--- src/rtl/usbpwr_pkg.sv ---
package usbpwr_pkg;

    parameter int CR_AW        = 16;
    parameter int CR_DW        = 16;
    parameter int BOOST_EN_BIT = 9;
    parameter int BOOST_SHIFT  = 6;

    // completion status on the register port
    localparam logic [1:0] CR_OK  = 2'b00;
    localparam logic [1:0] CR_TMO = 2'b01;

    typedef enum logic [3:0] {
        S_IDLE,
        S_CLKSEL,
        S_PWRUP,
        S_PHYREL,
        S_WAIT_PHY,
        S_SSC,
        S_CTLREL,
        S_WAIT_CTL,
        S_WAIT_VBUS,
        S_TUNE,
        S_DONE,
        S_ERR
    } seq_state_e;

    typedef enum logic [1:0] {
        T_IDLE,
        T_RD,
        T_GAP,
        T_WR
    } tune_state_e;

    typedef struct packed {
        logic       aux_rst_n;
        logic       ctrl_rst_n;
        logic       phy3_rst_n;
        logic       phy2_por_n;
        logic       iddq;
        logic       test_pwrdn;
        logic       ana_pwr_en;
        logic       pcs_stable;
        logic       pma_stable;
        logic       ssc_en;
        logic       vbus3_val;
        logic       vbus3_sel;
        logic       vbus2_val;
        logic       vbus2_sel;
        logic [1:0] refclk_code;
        logic       refpad_use;
        logic       refclk_en;
    } phy_ctl_t;

    function automatic phy_ctl_t ctl_reset_value();
        phy_ctl_t c;
        c            = '0;
        c.iddq       = 1'b1;
        c.test_pwrdn = 1'b1;
        return c;
    endfunction

    function automatic logic [CR_DW-1:0] boost_merge(
        input logic [CR_DW-1:0] rd,
        input logic [CR_DW-1:0] lvl
    );
        return rd | (CR_DW'(1) << BOOST_EN_BIT) | (lvl << BOOST_SHIFT);
    endfunction

endpackage

--- src/rtl/usbpwr_delay.sv ---
module usbpwr_delay #(
    parameter int CW = 8
) (
    input  logic          clk,
    input  logic          rst,
    input  logic          load,
    input  logic [CW-1:0] load_val,
    output logic          expired
);

    logic [CW-1:0] cnt;

    always_ff @(posedge clk) begin
        if (rst) begin
            cnt <= '0;
        end else if (load) begin
            cnt <= load_val;
        end else if (cnt != '0) begin
            cnt <= cnt - 1'b1;
        end
    end

    assign expired = (cnt == '0);


    cnt_hold_chk: assert property (@(posedge clk) disable iff (rst)
        (cnt == '0 && !load) |=> (cnt == '0));

endmodule

--- src/rtl/usbpwr_tuner.sv ---
module usbpwr_tuner
    import usbpwr_pkg::*;
#(
    parameter logic [CR_AW-1:0] TUNE_ADDR = 16'h000F,
    parameter int               BOOST_LVL = 5,
    parameter int               MAX_TRIES = 3
) (
    input  logic             clk,
    input  logic             rst,
    input  logic             go,
    output logic             tune_done,
    output logic             tune_fail,
    output logic             cr_req,
    output logic             cr_write,
    output logic [CR_AW-1:0] cr_addr,
    output logic [CR_DW-1:0] cr_wdata,
    input  logic             cr_ack,
    input  logic [1:0]       cr_status,
    input  logic [CR_DW-1:0] cr_rdata
);

    localparam int TW = $clog2(MAX_TRIES + 1);
    localparam logic [CR_DW-1:0] LVL_W = CR_DW'(BOOST_LVL);

    tune_state_e   st;
    logic [TW-1:0] tries;
    logic          nxt_write;

    always_ff @(posedge clk) begin
        if (rst) begin
            st        <= T_IDLE;
            tries     <= '0;
            nxt_write <= 1'b0;
            cr_req    <= 1'b0;
            cr_write  <= 1'b0;
            cr_addr   <= '0;
            cr_wdata  <= '0;
            tune_done <= 1'b0;
            tune_fail <= 1'b0;
        end else begin
            tune_done <= 1'b0;
            tune_fail <= 1'b0;
            case (st)
                T_IDLE: begin
                    if (go) begin
                        cr_req   <= 1'b1;
                        cr_write <= 1'b0;
                        cr_addr  <= TUNE_ADDR;
                        tries    <= TW'(1);
                        st       <= T_RD;
                    end
                end
                T_RD: begin
                    if (cr_ack) begin
                        cr_req <= 1'b0;
                        if (cr_status == CR_OK) begin
                            cr_wdata  <= boost_merge(cr_rdata, LVL_W);
                            nxt_write <= 1'b1;
                            st        <= T_GAP;
                        end else if (cr_status == CR_TMO && tries != TW'(MAX_TRIES)) begin
                            tries     <= tries + 1'b1;
                            nxt_write <= 1'b0;
                            st        <= T_GAP;
                        end else begin
                            tune_fail <= 1'b1;
                            st        <= T_IDLE;
                        end
                    end
                end
                T_GAP: begin
                    cr_req   <= 1'b1;
                    cr_write <= nxt_write;
                    st       <= nxt_write ? T_WR : T_RD;
                end
                T_WR: begin
                    if (cr_ack) begin
                        cr_req <= 1'b0;
                        if (cr_status == CR_OK) begin
                            tune_done <= 1'b1;
                        end else begin
                            tune_fail <= 1'b1;
                        end
                        st <= T_IDLE;
                    end
                end
                default: st <= T_IDLE;
            endcase
        end
    end


    req_hold_chk: assert property (@(posedge clk) disable iff (rst)
        (cr_req && !cr_ack) |=> (cr_req && $stable(cr_addr) && $stable(cr_write) && $stable(cr_wdata)));


    tries_limit_chk: assert property (@(posedge clk) disable iff (rst)
        tries <= TW'(MAX_TRIES));


    wr_enbit_chk: assert property (@(posedge clk) disable iff (rst)
        (cr_req && cr_write) |-> cr_wdata[BOOST_EN_BIT]);

endmodule

--- src/rtl/usbphy_pwrseq.sv ---
module usbphy_pwrseq
    import usbpwr_pkg::*;
#(
    parameter int               CYC_PER_US = 200,
    parameter int               WAIT_US    = 100,
    parameter logic [CR_AW-1:0] TUNE_ADDR  = 16'h000F,
    parameter int               BOOST_LVL  = 5,
    parameter int               MAX_TRIES  = 3
) (
    input  logic             clk,
    input  logic             rst,
    input  logic             init_start,
    input  logic             exit_start,
    input  logic             pad_clk_strap,
    output logic             aux_rst_n,
    output logic             ctrl_rst_n,
    output logic             phy3_rst_n,
    output logic             phy2_por_n,
    output logic             iddq,
    output logic             test_pwrdn,
    output logic             ana_pwr_en,
    output logic             pcs_pwr_stable,
    output logic             pma_pwr_stable,
    output logic             ssc_en,
    output logic             vbus3_val,
    output logic             vbus3_sel,
    output logic             vbus2_val,
    output logic             vbus2_sel,
    output logic [1:0]       refclk_code,
    output logic             refpad_use,
    output logic             refclk_en,
    output logic             done,
    output logic             err,
    output logic             cr_req,
    output logic             cr_write,
    output logic [CR_AW-1:0] cr_addr,
    output logic [CR_DW-1:0] cr_wdata,
    input  logic             cr_ack,
    input  logic [1:0]       cr_status,
    input  logic [CR_DW-1:0] cr_rdata
);

    localparam int DLY = CYC_PER_US * WAIT_US;
    localparam int CW  = $clog2(DLY + 1);
    localparam logic [CW-1:0] DLY_M1 = CW'(DLY - 1);

    seq_state_e st;
    phy_ctl_t   ctl;
    logic       tmr_load;
    logic       tmr_exp;
    logic       tune_go;
    logic       tune_done;
    logic       tune_fail;
    logic       quiet;

    assign quiet = (st == S_IDLE) || (st == S_DONE) || (st == S_ERR);

    // the timer is loaded on the edge that performs each release step
    always_comb begin
        tmr_load = 1'b0;
        case (st)
            S_PHYREL:   tmr_load = 1'b1;
            S_CTLREL:   tmr_load = 1'b1;
            S_WAIT_CTL: tmr_load = tmr_exp;
            default:    tmr_load = 1'b0;
        endcase
    end

    usbpwr_delay #(.CW(CW)) u_delay (
        .clk      (clk),
        .rst      (rst),
        .load     (tmr_load),
        .load_val (DLY_M1),
        .expired  (tmr_exp)
    );

    usbpwr_tuner #(
        .TUNE_ADDR (TUNE_ADDR),
        .BOOST_LVL (BOOST_LVL),
        .MAX_TRIES (MAX_TRIES)
    ) u_tuner (
        .clk       (clk),
        .rst       (rst),
        .go        (tune_go),
        .tune_done (tune_done),
        .tune_fail (tune_fail),
        .cr_req    (cr_req),
        .cr_write  (cr_write),
        .cr_addr   (cr_addr),
        .cr_wdata  (cr_wdata),
        .cr_ack    (cr_ack),
        .cr_status (cr_status),
        .cr_rdata  (cr_rdata)
    );

    always_ff @(posedge clk) begin
        if (rst) begin
            st      <= S_IDLE;
            ctl     <= ctl_reset_value();
            done    <= 1'b0;
            err     <= 1'b0;
            tune_go <= 1'b0;
        end else begin
            tune_go <= 1'b0;
            case (st)
                S_IDLE, S_DONE, S_ERR: begin
                    if (exit_start) begin
                        ctl.phy3_rst_n <= 1'b0;
                        ctl.phy2_por_n <= 1'b0;
                        ctl.refclk_en  <= 1'b0;
                        done           <= 1'b0;
                        if (st == S_DONE) st <= S_IDLE;
                    end else if (init_start) begin
                        ctl  <= ctl_reset_value();
                        done <= 1'b0;
                        err  <= 1'b0;
                        st   <= S_CLKSEL;
                    end
                end
                S_CLKSEL: begin
                    ctl.refclk_code <= pad_clk_strap ? 2'b10 : 2'b11;
                    ctl.refpad_use  <= pad_clk_strap;
                    ctl.refclk_en   <= 1'b1;
                    st              <= S_PWRUP;
                end
                S_PWRUP: begin
                    ctl.iddq       <= 1'b0;
                    ctl.test_pwrdn <= 1'b0;
                    st             <= S_PHYREL;
                end
                S_PHYREL: begin
                    ctl.phy3_rst_n <= 1'b1;
                    ctl.phy2_por_n <= 1'b1;
                    st             <= S_WAIT_PHY;
                end
                S_WAIT_PHY: begin
                    if (tmr_exp) begin
                        ctl.ana_pwr_en <= 1'b1;
                        ctl.pcs_stable <= 1'b1;
                        ctl.pma_stable <= 1'b1;
                        st             <= S_SSC;
                    end
                end
                S_SSC: begin
                    ctl.ssc_en <= 1'b1;
                    st         <= S_CTLREL;
                end
                S_CTLREL: begin
                    ctl.aux_rst_n  <= 1'b1;
                    ctl.ctrl_rst_n <= 1'b1;
                    st             <= S_WAIT_CTL;
                end
                S_WAIT_CTL: begin
                    if (tmr_exp) begin
                        ctl.vbus3_val <= 1'b1;
                        ctl.vbus3_sel <= 1'b1;
                        ctl.vbus2_val <= 1'b1;
                        ctl.vbus2_sel <= 1'b1;
                        st            <= S_WAIT_VBUS;
                    end
                end
                S_WAIT_VBUS: begin
                    if (tmr_exp) begin
                        tune_go <= 1'b1;
                        st      <= S_TUNE;
                    end
                end
                S_TUNE: begin
                    if (tune_done) begin
                        done <= 1'b1;
                        st   <= S_DONE;
                    end else if (tune_fail) begin
                        err <= 1'b1;
                        st  <= S_ERR;
                    end
                end
                default: st <= S_IDLE;
            endcase
        end
    end

    assign aux_rst_n      = ctl.aux_rst_n;
    assign ctrl_rst_n     = ctl.ctrl_rst_n;
    assign phy3_rst_n     = ctl.phy3_rst_n;
    assign phy2_por_n     = ctl.phy2_por_n;
    assign iddq           = ctl.iddq;
    assign test_pwrdn     = ctl.test_pwrdn;
    assign ana_pwr_en     = ctl.ana_pwr_en;
    assign pcs_pwr_stable = ctl.pcs_stable;
    assign pma_pwr_stable = ctl.pma_stable;
    assign ssc_en         = ctl.ssc_en;
    assign vbus3_val      = ctl.vbus3_val;
    assign vbus3_sel      = ctl.vbus3_sel;
    assign vbus2_val      = ctl.vbus2_val;
    assign vbus2_sel      = ctl.vbus2_sel;
    assign refclk_code    = ctl.refclk_code;
    assign refpad_use     = ctl.refpad_use;
    assign refclk_en      = ctl.refclk_en;


    done_err_excl_chk: assert property (@(posedge clk) disable iff (rst)
        !(done && err));


    phy_rel_order_chk: assert property (@(posedge clk) disable iff (rst)
        $rose(phy3_rst_n) |-> (!iddq && !test_pwrdn && phy2_por_n));


    stable_after_phy_chk: assert property (@(posedge clk) disable iff (rst)
        $rose(pcs_pwr_stable) |-> (phy3_rst_n && phy2_por_n && ana_pwr_en && pma_pwr_stable));


    ctl_rel_order_chk: assert property (@(posedge clk) disable iff (rst)
        $rose(ctrl_rst_n) |-> (aux_rst_n && ssc_en && pma_pwr_stable && phy3_rst_n));


    vbus_after_ctl_chk: assert property (@(posedge clk) disable iff (rst)
        $rose(vbus3_val) |-> (ctrl_rst_n && vbus3_sel && vbus2_val && vbus2_sel));

endmodule

--- config.mk ---
export PLATFORM = sky130hd
export DESIGN_NAME = usbphy_pwrseq
export DESIGN_NICKNAME = d
export VERILOG_FILES = /design/src/rtl/usbpwr_pkg.sv /design/src/rtl/usbpwr_delay.sv /design/src/rtl/usbpwr_tuner.sv /design/src/rtl/usbphy_pwrseq.sv
export SDC_FILE = /design/constraint.sdc
export NUM_CORES = 1
export LEC_CHECK = 0
export CAP_MARGIN = 5
export CORE_MARGIN = 4
export CORE_UTILIZATION = 49
export CTS_CLUSTER_SIZE = 24
export DETAILED_ROUTE_END_ITERATION = 12
export GPL_TIMING_DRIVEN = 0
export PLACE_DENSITY = 0.87
export SLEW_MARGIN = 20
export SYNTH_ARGS = -nofsm -noshare
export SYNTH_HDL_FRONTEND = slang
export SYNTH_HIERARCHICAL = 1
export SYNTH_SLANG_ARGS = --single-unit
--- constraint.sdc ---
create_clock -name clk -period 3.83 [get_ports clk]
set_clock_uncertainty 0.15 [all_clocks]
set_input_delay 1.149 -clock clk [delete_from_list [all_inputs] [get_ports clk]]
set_output_delay 1.149 -clock clk [all_outputs]
set_load 0.01 [all_outputs]
# After elaboration in Yosys (flattened, before gate mapping)

Index checks and enable logic that the tools add are counted.

Register bits after elaboration: 66
Bits in latches: 0
Bits in writable memories: 0
Memory bits (read-only): 0
Bits of input ports: 24
Output and inout bits: 54
Word-level logic and storage cells: 173
Memories kept: 0

Add/subtract/negate cells: 2
$mul: 0
Div/mod/pow operators: 0
Magnitude comparators: 0
Equal/unequal tests: 33
Shift-type cells: 0
Muxes and demuxes: 61
Bitwise logic cells: 3
Reductions and logical operators: 42

Operator list:

| kind                                                   | number |
|---|---|
| one-hot mux 4 bit (10 select lines)                    | 1 |
| 2-to-1 mux 4 bit                                       | 9 |
| 2-to-1 mux 15 bit                                      | 2 |
| AND reduction 3 bit                                    | 8 |
| nonzero test 2 bit                                     | 12 |
| 2-to-1 mux 2 bit                                       | 11 |
| inequality test 2 bit (second input constant)          | 11 |
| 2-to-1 mux 1 bit                                       | 20 |
| 2-to-1 mux 18 bit                                      | 1 |
| == test 4 x 3 -> 1 bit (second input constant)         | 4 |
| == test 4 bit (second input constant)                  | 4 |
| one-hot mux 2 bit (2 select lines)                     | 4 |
| one-hot mux 4 bit (2 select lines)                     | 2 |
| logical NOT 15 bit                                     | 1 |
| nonzero test 15 bit                                    | 1 |
| subtractor 15 x 1 -> 15 bit (second input constant)    | 1 |
| 2-to-1 mux 13 bit                                      | 1 |
| one-hot mux 1 bit (2 select lines)                     | 6 |
| AND reduction 2 bit                                    | 5 |
| AND reduction 5 bit                                    | 2 |
| == test 4 x 2 -> 1 bit (second input constant)         | 2 |
| inequality test 2 x 1 -> 1 bit (second input constant) | 4 |
| one-hot mux 2 bit (4 select lines)                     | 1 |
| AND reduction 4 bit                                    | 2 |
| other kinds (16)                                       | 26 |

# Logic depth before layout (Yosys ltp)

Word-level depth: 6
Mapped depth: 12
Gate-level depth less buffers: 10

# Hierarchy

Netlist, hierarchy kept.

By module, submodules not included:

| module        | instances | cells an instance | area an instance (um2) | seq. area each (um2) |
|---|---|---|---|---|
| usbpwr_tuner  | 1         | 127               | 1119.8                 | 480.5 |
| usbphy_pwrseq | 1         | 112               | 909.6                  | 340.3 |
| usbpwr_delay  | 1         | 102               | 898.4                  | 300.3 |

# Worst setup path before layout

No wires, ideal clock.

Path type: flip-flop to flip-flop
Start point: register u_delay.cnt[0]
End point: register u_delay.cnt[4]
Setup time: 67 ps
Data arrival time: 2610 ps
Data required time: 3613 ps
Path slack: 1003 ps
Stages on the path, launching flop included: 13
Path buffers: 2
Period minus slack after synthesis: 2827 ps
Cell sequence: dfxtp_1 inv_1 ha_1 or4b_1 nor4_4 inv_1 a31oi_1 clkbuf_1 inv_1 nor2_1 clkbuf_1 nand2_1 o21ai_2

Word-level cells in the longest chain between the ends: 3
Elaborated cells between the ends (all ways): 7
Classes of those cells: 1 x add/sub; 3 x mux; 3 x reduce/logical

RTL lines:

| what                                                           | line                | RTL |
|---|---|---|
| from (decl)                                                    | usbpwr_delay.sv:11  | `logic [CW-1:0] cnt;` |
| from (signal assigned)                                         | usbpwr_delay.sv:17  | `cnt <= load_val;` |
| from (signal assigned)                                         | usbpwr_delay.sv:19  | `cnt <= cnt - 1'b1;` |
| logical NOT 15 bit *                                           | usbpwr_delay.sv:23  | `assign expired = (cnt == '0);` |
| via tmr_exp                                                    | usbphy_pwrseq.sv:50 | `logic tmr_exp;` |
| one-hot mux 1 bit (2 select lines) *                           | usbphy_pwrseq.sv:61 | `case (st)` |
| via tmr_load                                                   | usbphy_pwrseq.sv:49 | `logic tmr_load;` |
| 2-to-1 mux 15 bit / nonzero test 2 bit (equally long branches) | -                   |  |

Mark *: on every way through the listed nets, which the timed path passes. The rest lies on a longest branch. The select of a mux whose other input is x is not followed.
A chain may end at the register's enable or synchronous reset.

# Final worst setup path

Start point: register u_delay.cnt[0]
End point: register u_delay.cnt[10]

Same word-level chain as after synthesis.

==> flow_metrics.py <==
metrics = {
    "synth": {
        "synthMuxAreaShare_pct": 0.342,
        "synth_edf_count": 0,
        "synth_top_family_by_area": "simple AND/OR/NAND/NOR gates",
        "synth_area_per_cell_um2": 8.59,
        "synthSimpleGateAreaFrac_pct": 23.1,
        "async_flop_share_pct": 0,
        "synthFlopType": "dfxtp_1",
        "synthXorXnorAreaFrac_pct": 3.59,
        "synth_compound_area_share_pct": 21.2,
        "synth_area_um2": 2930,
        "synth.ff_latch_count": 56,
        "synth_cell_type_count": 65,
        "synth-seq-area-share_pct": 38.3,
        "synth_fa_ha_area_share_pct": 0.855,
        "syn_inst": 341,
        "synth-warning-count": 6,
    },
    "final_layout": {
        "drive_gt1_share_pct": 14.7,
        "filler_cell_count": 448,
        "design_area_um2": 3840,
        "nets": 460,
        "diodes": 0,
        "multi_input_area_um2": 1540,
        "regArea_um2": 1120,
        "area_growth_pct": 31.3,
    },
    "detailed_routing": {
        "viasPerCell": 5.35,
        "wl_um": 6830,
        "wire_per_inst_um": 13.5,
        "ant_nets": 0,
        "dr.pass1.iters": 4,
        "via_count": 2710,
        "drc": 0,
        "first_iter_violations": 189,
    },
    "sta": {
        "maxSlewViolCount": 0,
        "period_share_pct": 89.1,
        "max_freq_ghz": 0.293,
        "worstMarginPinSlew_ns": 0.564,
        "tns_ns": 0,
        "finalSetupViolations": 0,
        "hold_viol": 0,
        "final.min_clock_period_ns": 3.41,
        "slew_headroom_pct": 62.3,
        "rsz0062_at_grt": "false",
    },
    "floorplan": {
        "num_io_pins": 78,
        "die_y_um": 85.3,
        "coreArea_um2": 5640,
        "rows": 27,
        "dieWidth_um": 85.3,
        "dieArea_um2": 7280,
        "initial_core_util_pct": 51.9,
    },
    "worst_setup_path": {
        "cp-end-kind": "flip-flop",
        "critPathKind": "flip-flop to flip-flop",
        "reg2reg_depth": 12,
        "cp_data_required_time_ns": 3.94,
        "ff2ff_setup_slack_ns": 0.42,
        "worstPathMaxFanout": 10,
        "startpoint_type": "flip-flop",
        "cp_data_arrival_time_ns": 3.52,
        "reg2reg_from": "u_delay/cnt[0]",
        "r2r_end": "u_delay/cnt[10]",
    },
    "power_and_ir_drop": {
        "leakage_nw": 1.46,
        "combPwrFrac_pct": 40.1,
        "seqPwrFrac_pct": 38.7,
        "swShare_pct": 35.5,
        "powerDensity_nw_per_um2": 488,
        "ir_drop_mv": 0.265,
        "p_sw_mw": 0.665,
        "internal_power_mw": 1.21,
        "p_clk_share_pct": 21.2,
    },
    "cts": {
        "cts_made_buffers": 5,
        "post_cts_buffers": 0,
        "cts_tree": "yes",
        "cts_buffer_depth": 2,
        "path_clk_slew_ns": 0.10,
        "cts-root-buf": "clkbuf_8",
        "htree_levels": 2,
        "cts.repair.resized": 0,
        "cts_hold_buf": 0,
        "clock_sinks": 56,
        "clock_latency_ns": 0.32,
    },
    "place": {
        "place_area_um2": 3730,
        "hpwl_um": 5190,
        "io_buffers": 62,
        "gp_congestion": 0.895,
    },
    "min_path": {
        "worstHoldStart": "u_tuner/cr_req",
        "hold_depth": 2,
        "min_to": "u_tuner/cr_req",
        "min_path_type": "flip-flop to flip-flop",
    },
    "grt": {
        "grt_pass1_vias": 2702,
        "grt_usage_pct": 19.3,
        "grt_max_degree": 19,
        "grt_remaining_overflow": 0,
        "grt_pass1_wl_um": 11800,
        "grt_antenna_before_repair": 0,
    },
    "outcome": {
        "outcome": "finished, final reports clean",
    },
    "job": {
        "drv_cap": 0,
    },
}
==> worst max path at each step <==
stage	startpoint	end	slack, ns	depth (start not counted)
3_5_place_dp	u_delay/cnt[0]	u_delay/cnt[10]	0.44	12
2_1_floorplan	u_delay/cnt[0]	u_delay/cnt[4]	1.00	12
6_report	u_delay/cnt[0]	u_delay/cnt[10]	0.42	12
5_1_grt	u_delay/cnt[0]	u_delay/cnt[10]	0.13	12
4_1_cts	u_delay/cnt[0]	u_delay/cnt[10]	0.40	12
3_3_place_gp	u_delay/cnt[0]	u_delay/cnt[11]	0.47	12
==> cell usage after synthesis (2+ instances only) <==
master | count | area share, %
nor2b_1 | 2 | 0.43
inv_1 | 12 | 1.5
nor3_1 | 9 | 1.5
a211oi_1 | 3 | 0.77
buf_6 | 2 | 0.77
or3_4 | 2 | 0.77
a21oi_1 | 31 | 5.3
a31oi_1 | 3 | 0.64
a32oi_1 | 4 | 1.2
dfxtp_1 | 56 | 38
nor2_1 | 21 | 2.7
xnor2_1 | 9 | 2.7
nor3b_1 | 2 | 0.51
o21bai_1 | 2 | 0.51
or4_1 | 3 | 0.77
nand4_1 | 2 | 0.43
a22oi_1 | 3 | 0.77
and4bb_1 | 2 | 0.85
o21ai_1 | 4 | 0.68
xor2_1 | 3 | 0.90
buf_2 | 3 | 0.51
and2b_1 | 2 | 0.51
nand3b_1 | 14 | 3.6
o21ai_0 | 17 | 2.9
clkbuf_1 | 10 | 1.3
o21ai_2 | 11 | 3.3
buf_4 | 28 | 7.2
nand2_1 | 31 | 4.0
nand3_1 | 5 | 0.85
ha_1 | 2 | 0.85
nor4_2 | 2 | 0.85
conb_1 | 3 | 0.38
nor4_1 | 6 | 1.3
==> registers in the layout (all words and copies together) (netlist names), 2 cells and up <==
name	cells
refclk_code	2
st	4
u_delay/cnt	15
u_tuner/cr_wdata	14
u_tuner/st	2
u_tuner/tries	2
==> cells by family after synthesis <==
family | after synthesis
flops | 56
compound gates | 94
xor+xnor | 12
fa+ha+maj | 2
mux | 1
buf+inv | 58
other cells | 3
simple gates | 115
==> cells in the final DEF (no fill, tap or decap), types with 3 or more instances in the layout <==
master	instances
nand3b_1	14
buf_2	3
xor2_1	3
nand3_1	5
xnor2_1	9
o21ai_1	4
a211oi_1	3
nor2_1	21
a32oi_1	4
nor3_1	9
inv_1	12
a31oi_1	3
a22oi_1	3
clkbuf_1	10
or4_1	3
clkbuf_8	5
buf_4	28
nor4_1	6
o21ai_0	17
o21ai_2	11
nand2_1	31
clkdlybuf4s50_1	62
conb_1	27
dfxtp_1	56
a21oi_1	31
==> worst max-delay path, stage by stage, from the launching register on <==
cell and delay, ns:
dfxtp_1 0.35, inv_1 0.08, ha_1 0.21, or4b_1 0.56
nor4_4 0.48, inv_1 0.11, a31oi_1 0.19, clkbuf_1 0.33
inv_1 0.14, nor2_1 0.16, clkbuf_1 0.40, nand2_1 0.14
o21ai_2 0.07
==> routing by layer <==
metal  track usage [%]  part of all wire (%)  vias to the layer above
met5                 0                     0                        -
met4              6.19                   1.3                        0
met3              4.76                   5.9                       10
met2              34.7                    50                       68
met1              22.3                    42                     1277
li1                  -                     -                     1355
==> stage by stage <==
stage / instances / setup WS (ns) / util [%] / power, mW / hold WS [ns]
after CTS: 507 / 0.396 / 68.2 / 1.89 / 0.312
after global routing: 507 / 0.133 / 68.2 / 1.99 / 0.343
after floorplan: 365 / 1.00 / - / 1.32 / 0.310
after detailed placement: 499 / 0.440 / 66.1 / 1.49 / 0.298
after global placement: 499 / 0.466 / 66.1 / 1.46 / 0.293
final: 507 / 0.417 / 68.2 / 1.87 / 0.307
==> power groups by stage <==
stage               clock network, mW  logic, mW  registers, mW
finish                          0.397      0.752          0.726
global route                    0.424      0.832          0.735
CTS                             0.408      0.755          0.724
detailed placement                  0      0.751          0.738
global placement                    0      0.730          0.733
floorplan                           0      0.588          0.727
==> cell type report <==
class / count / area share [%]
clock buffer: 5 / 1.79
timing repair buffer: 62 / 16.1
clock inverter: 3 / 1.24
tap: 72 / 2.34
sequential: 56 / 29.2
multi-input combinational: 251 / 40.0
inverter: 13 / 1.27
buffer: 45 / 8.04
Note: power is estimated with default switching activity, not from simulation.
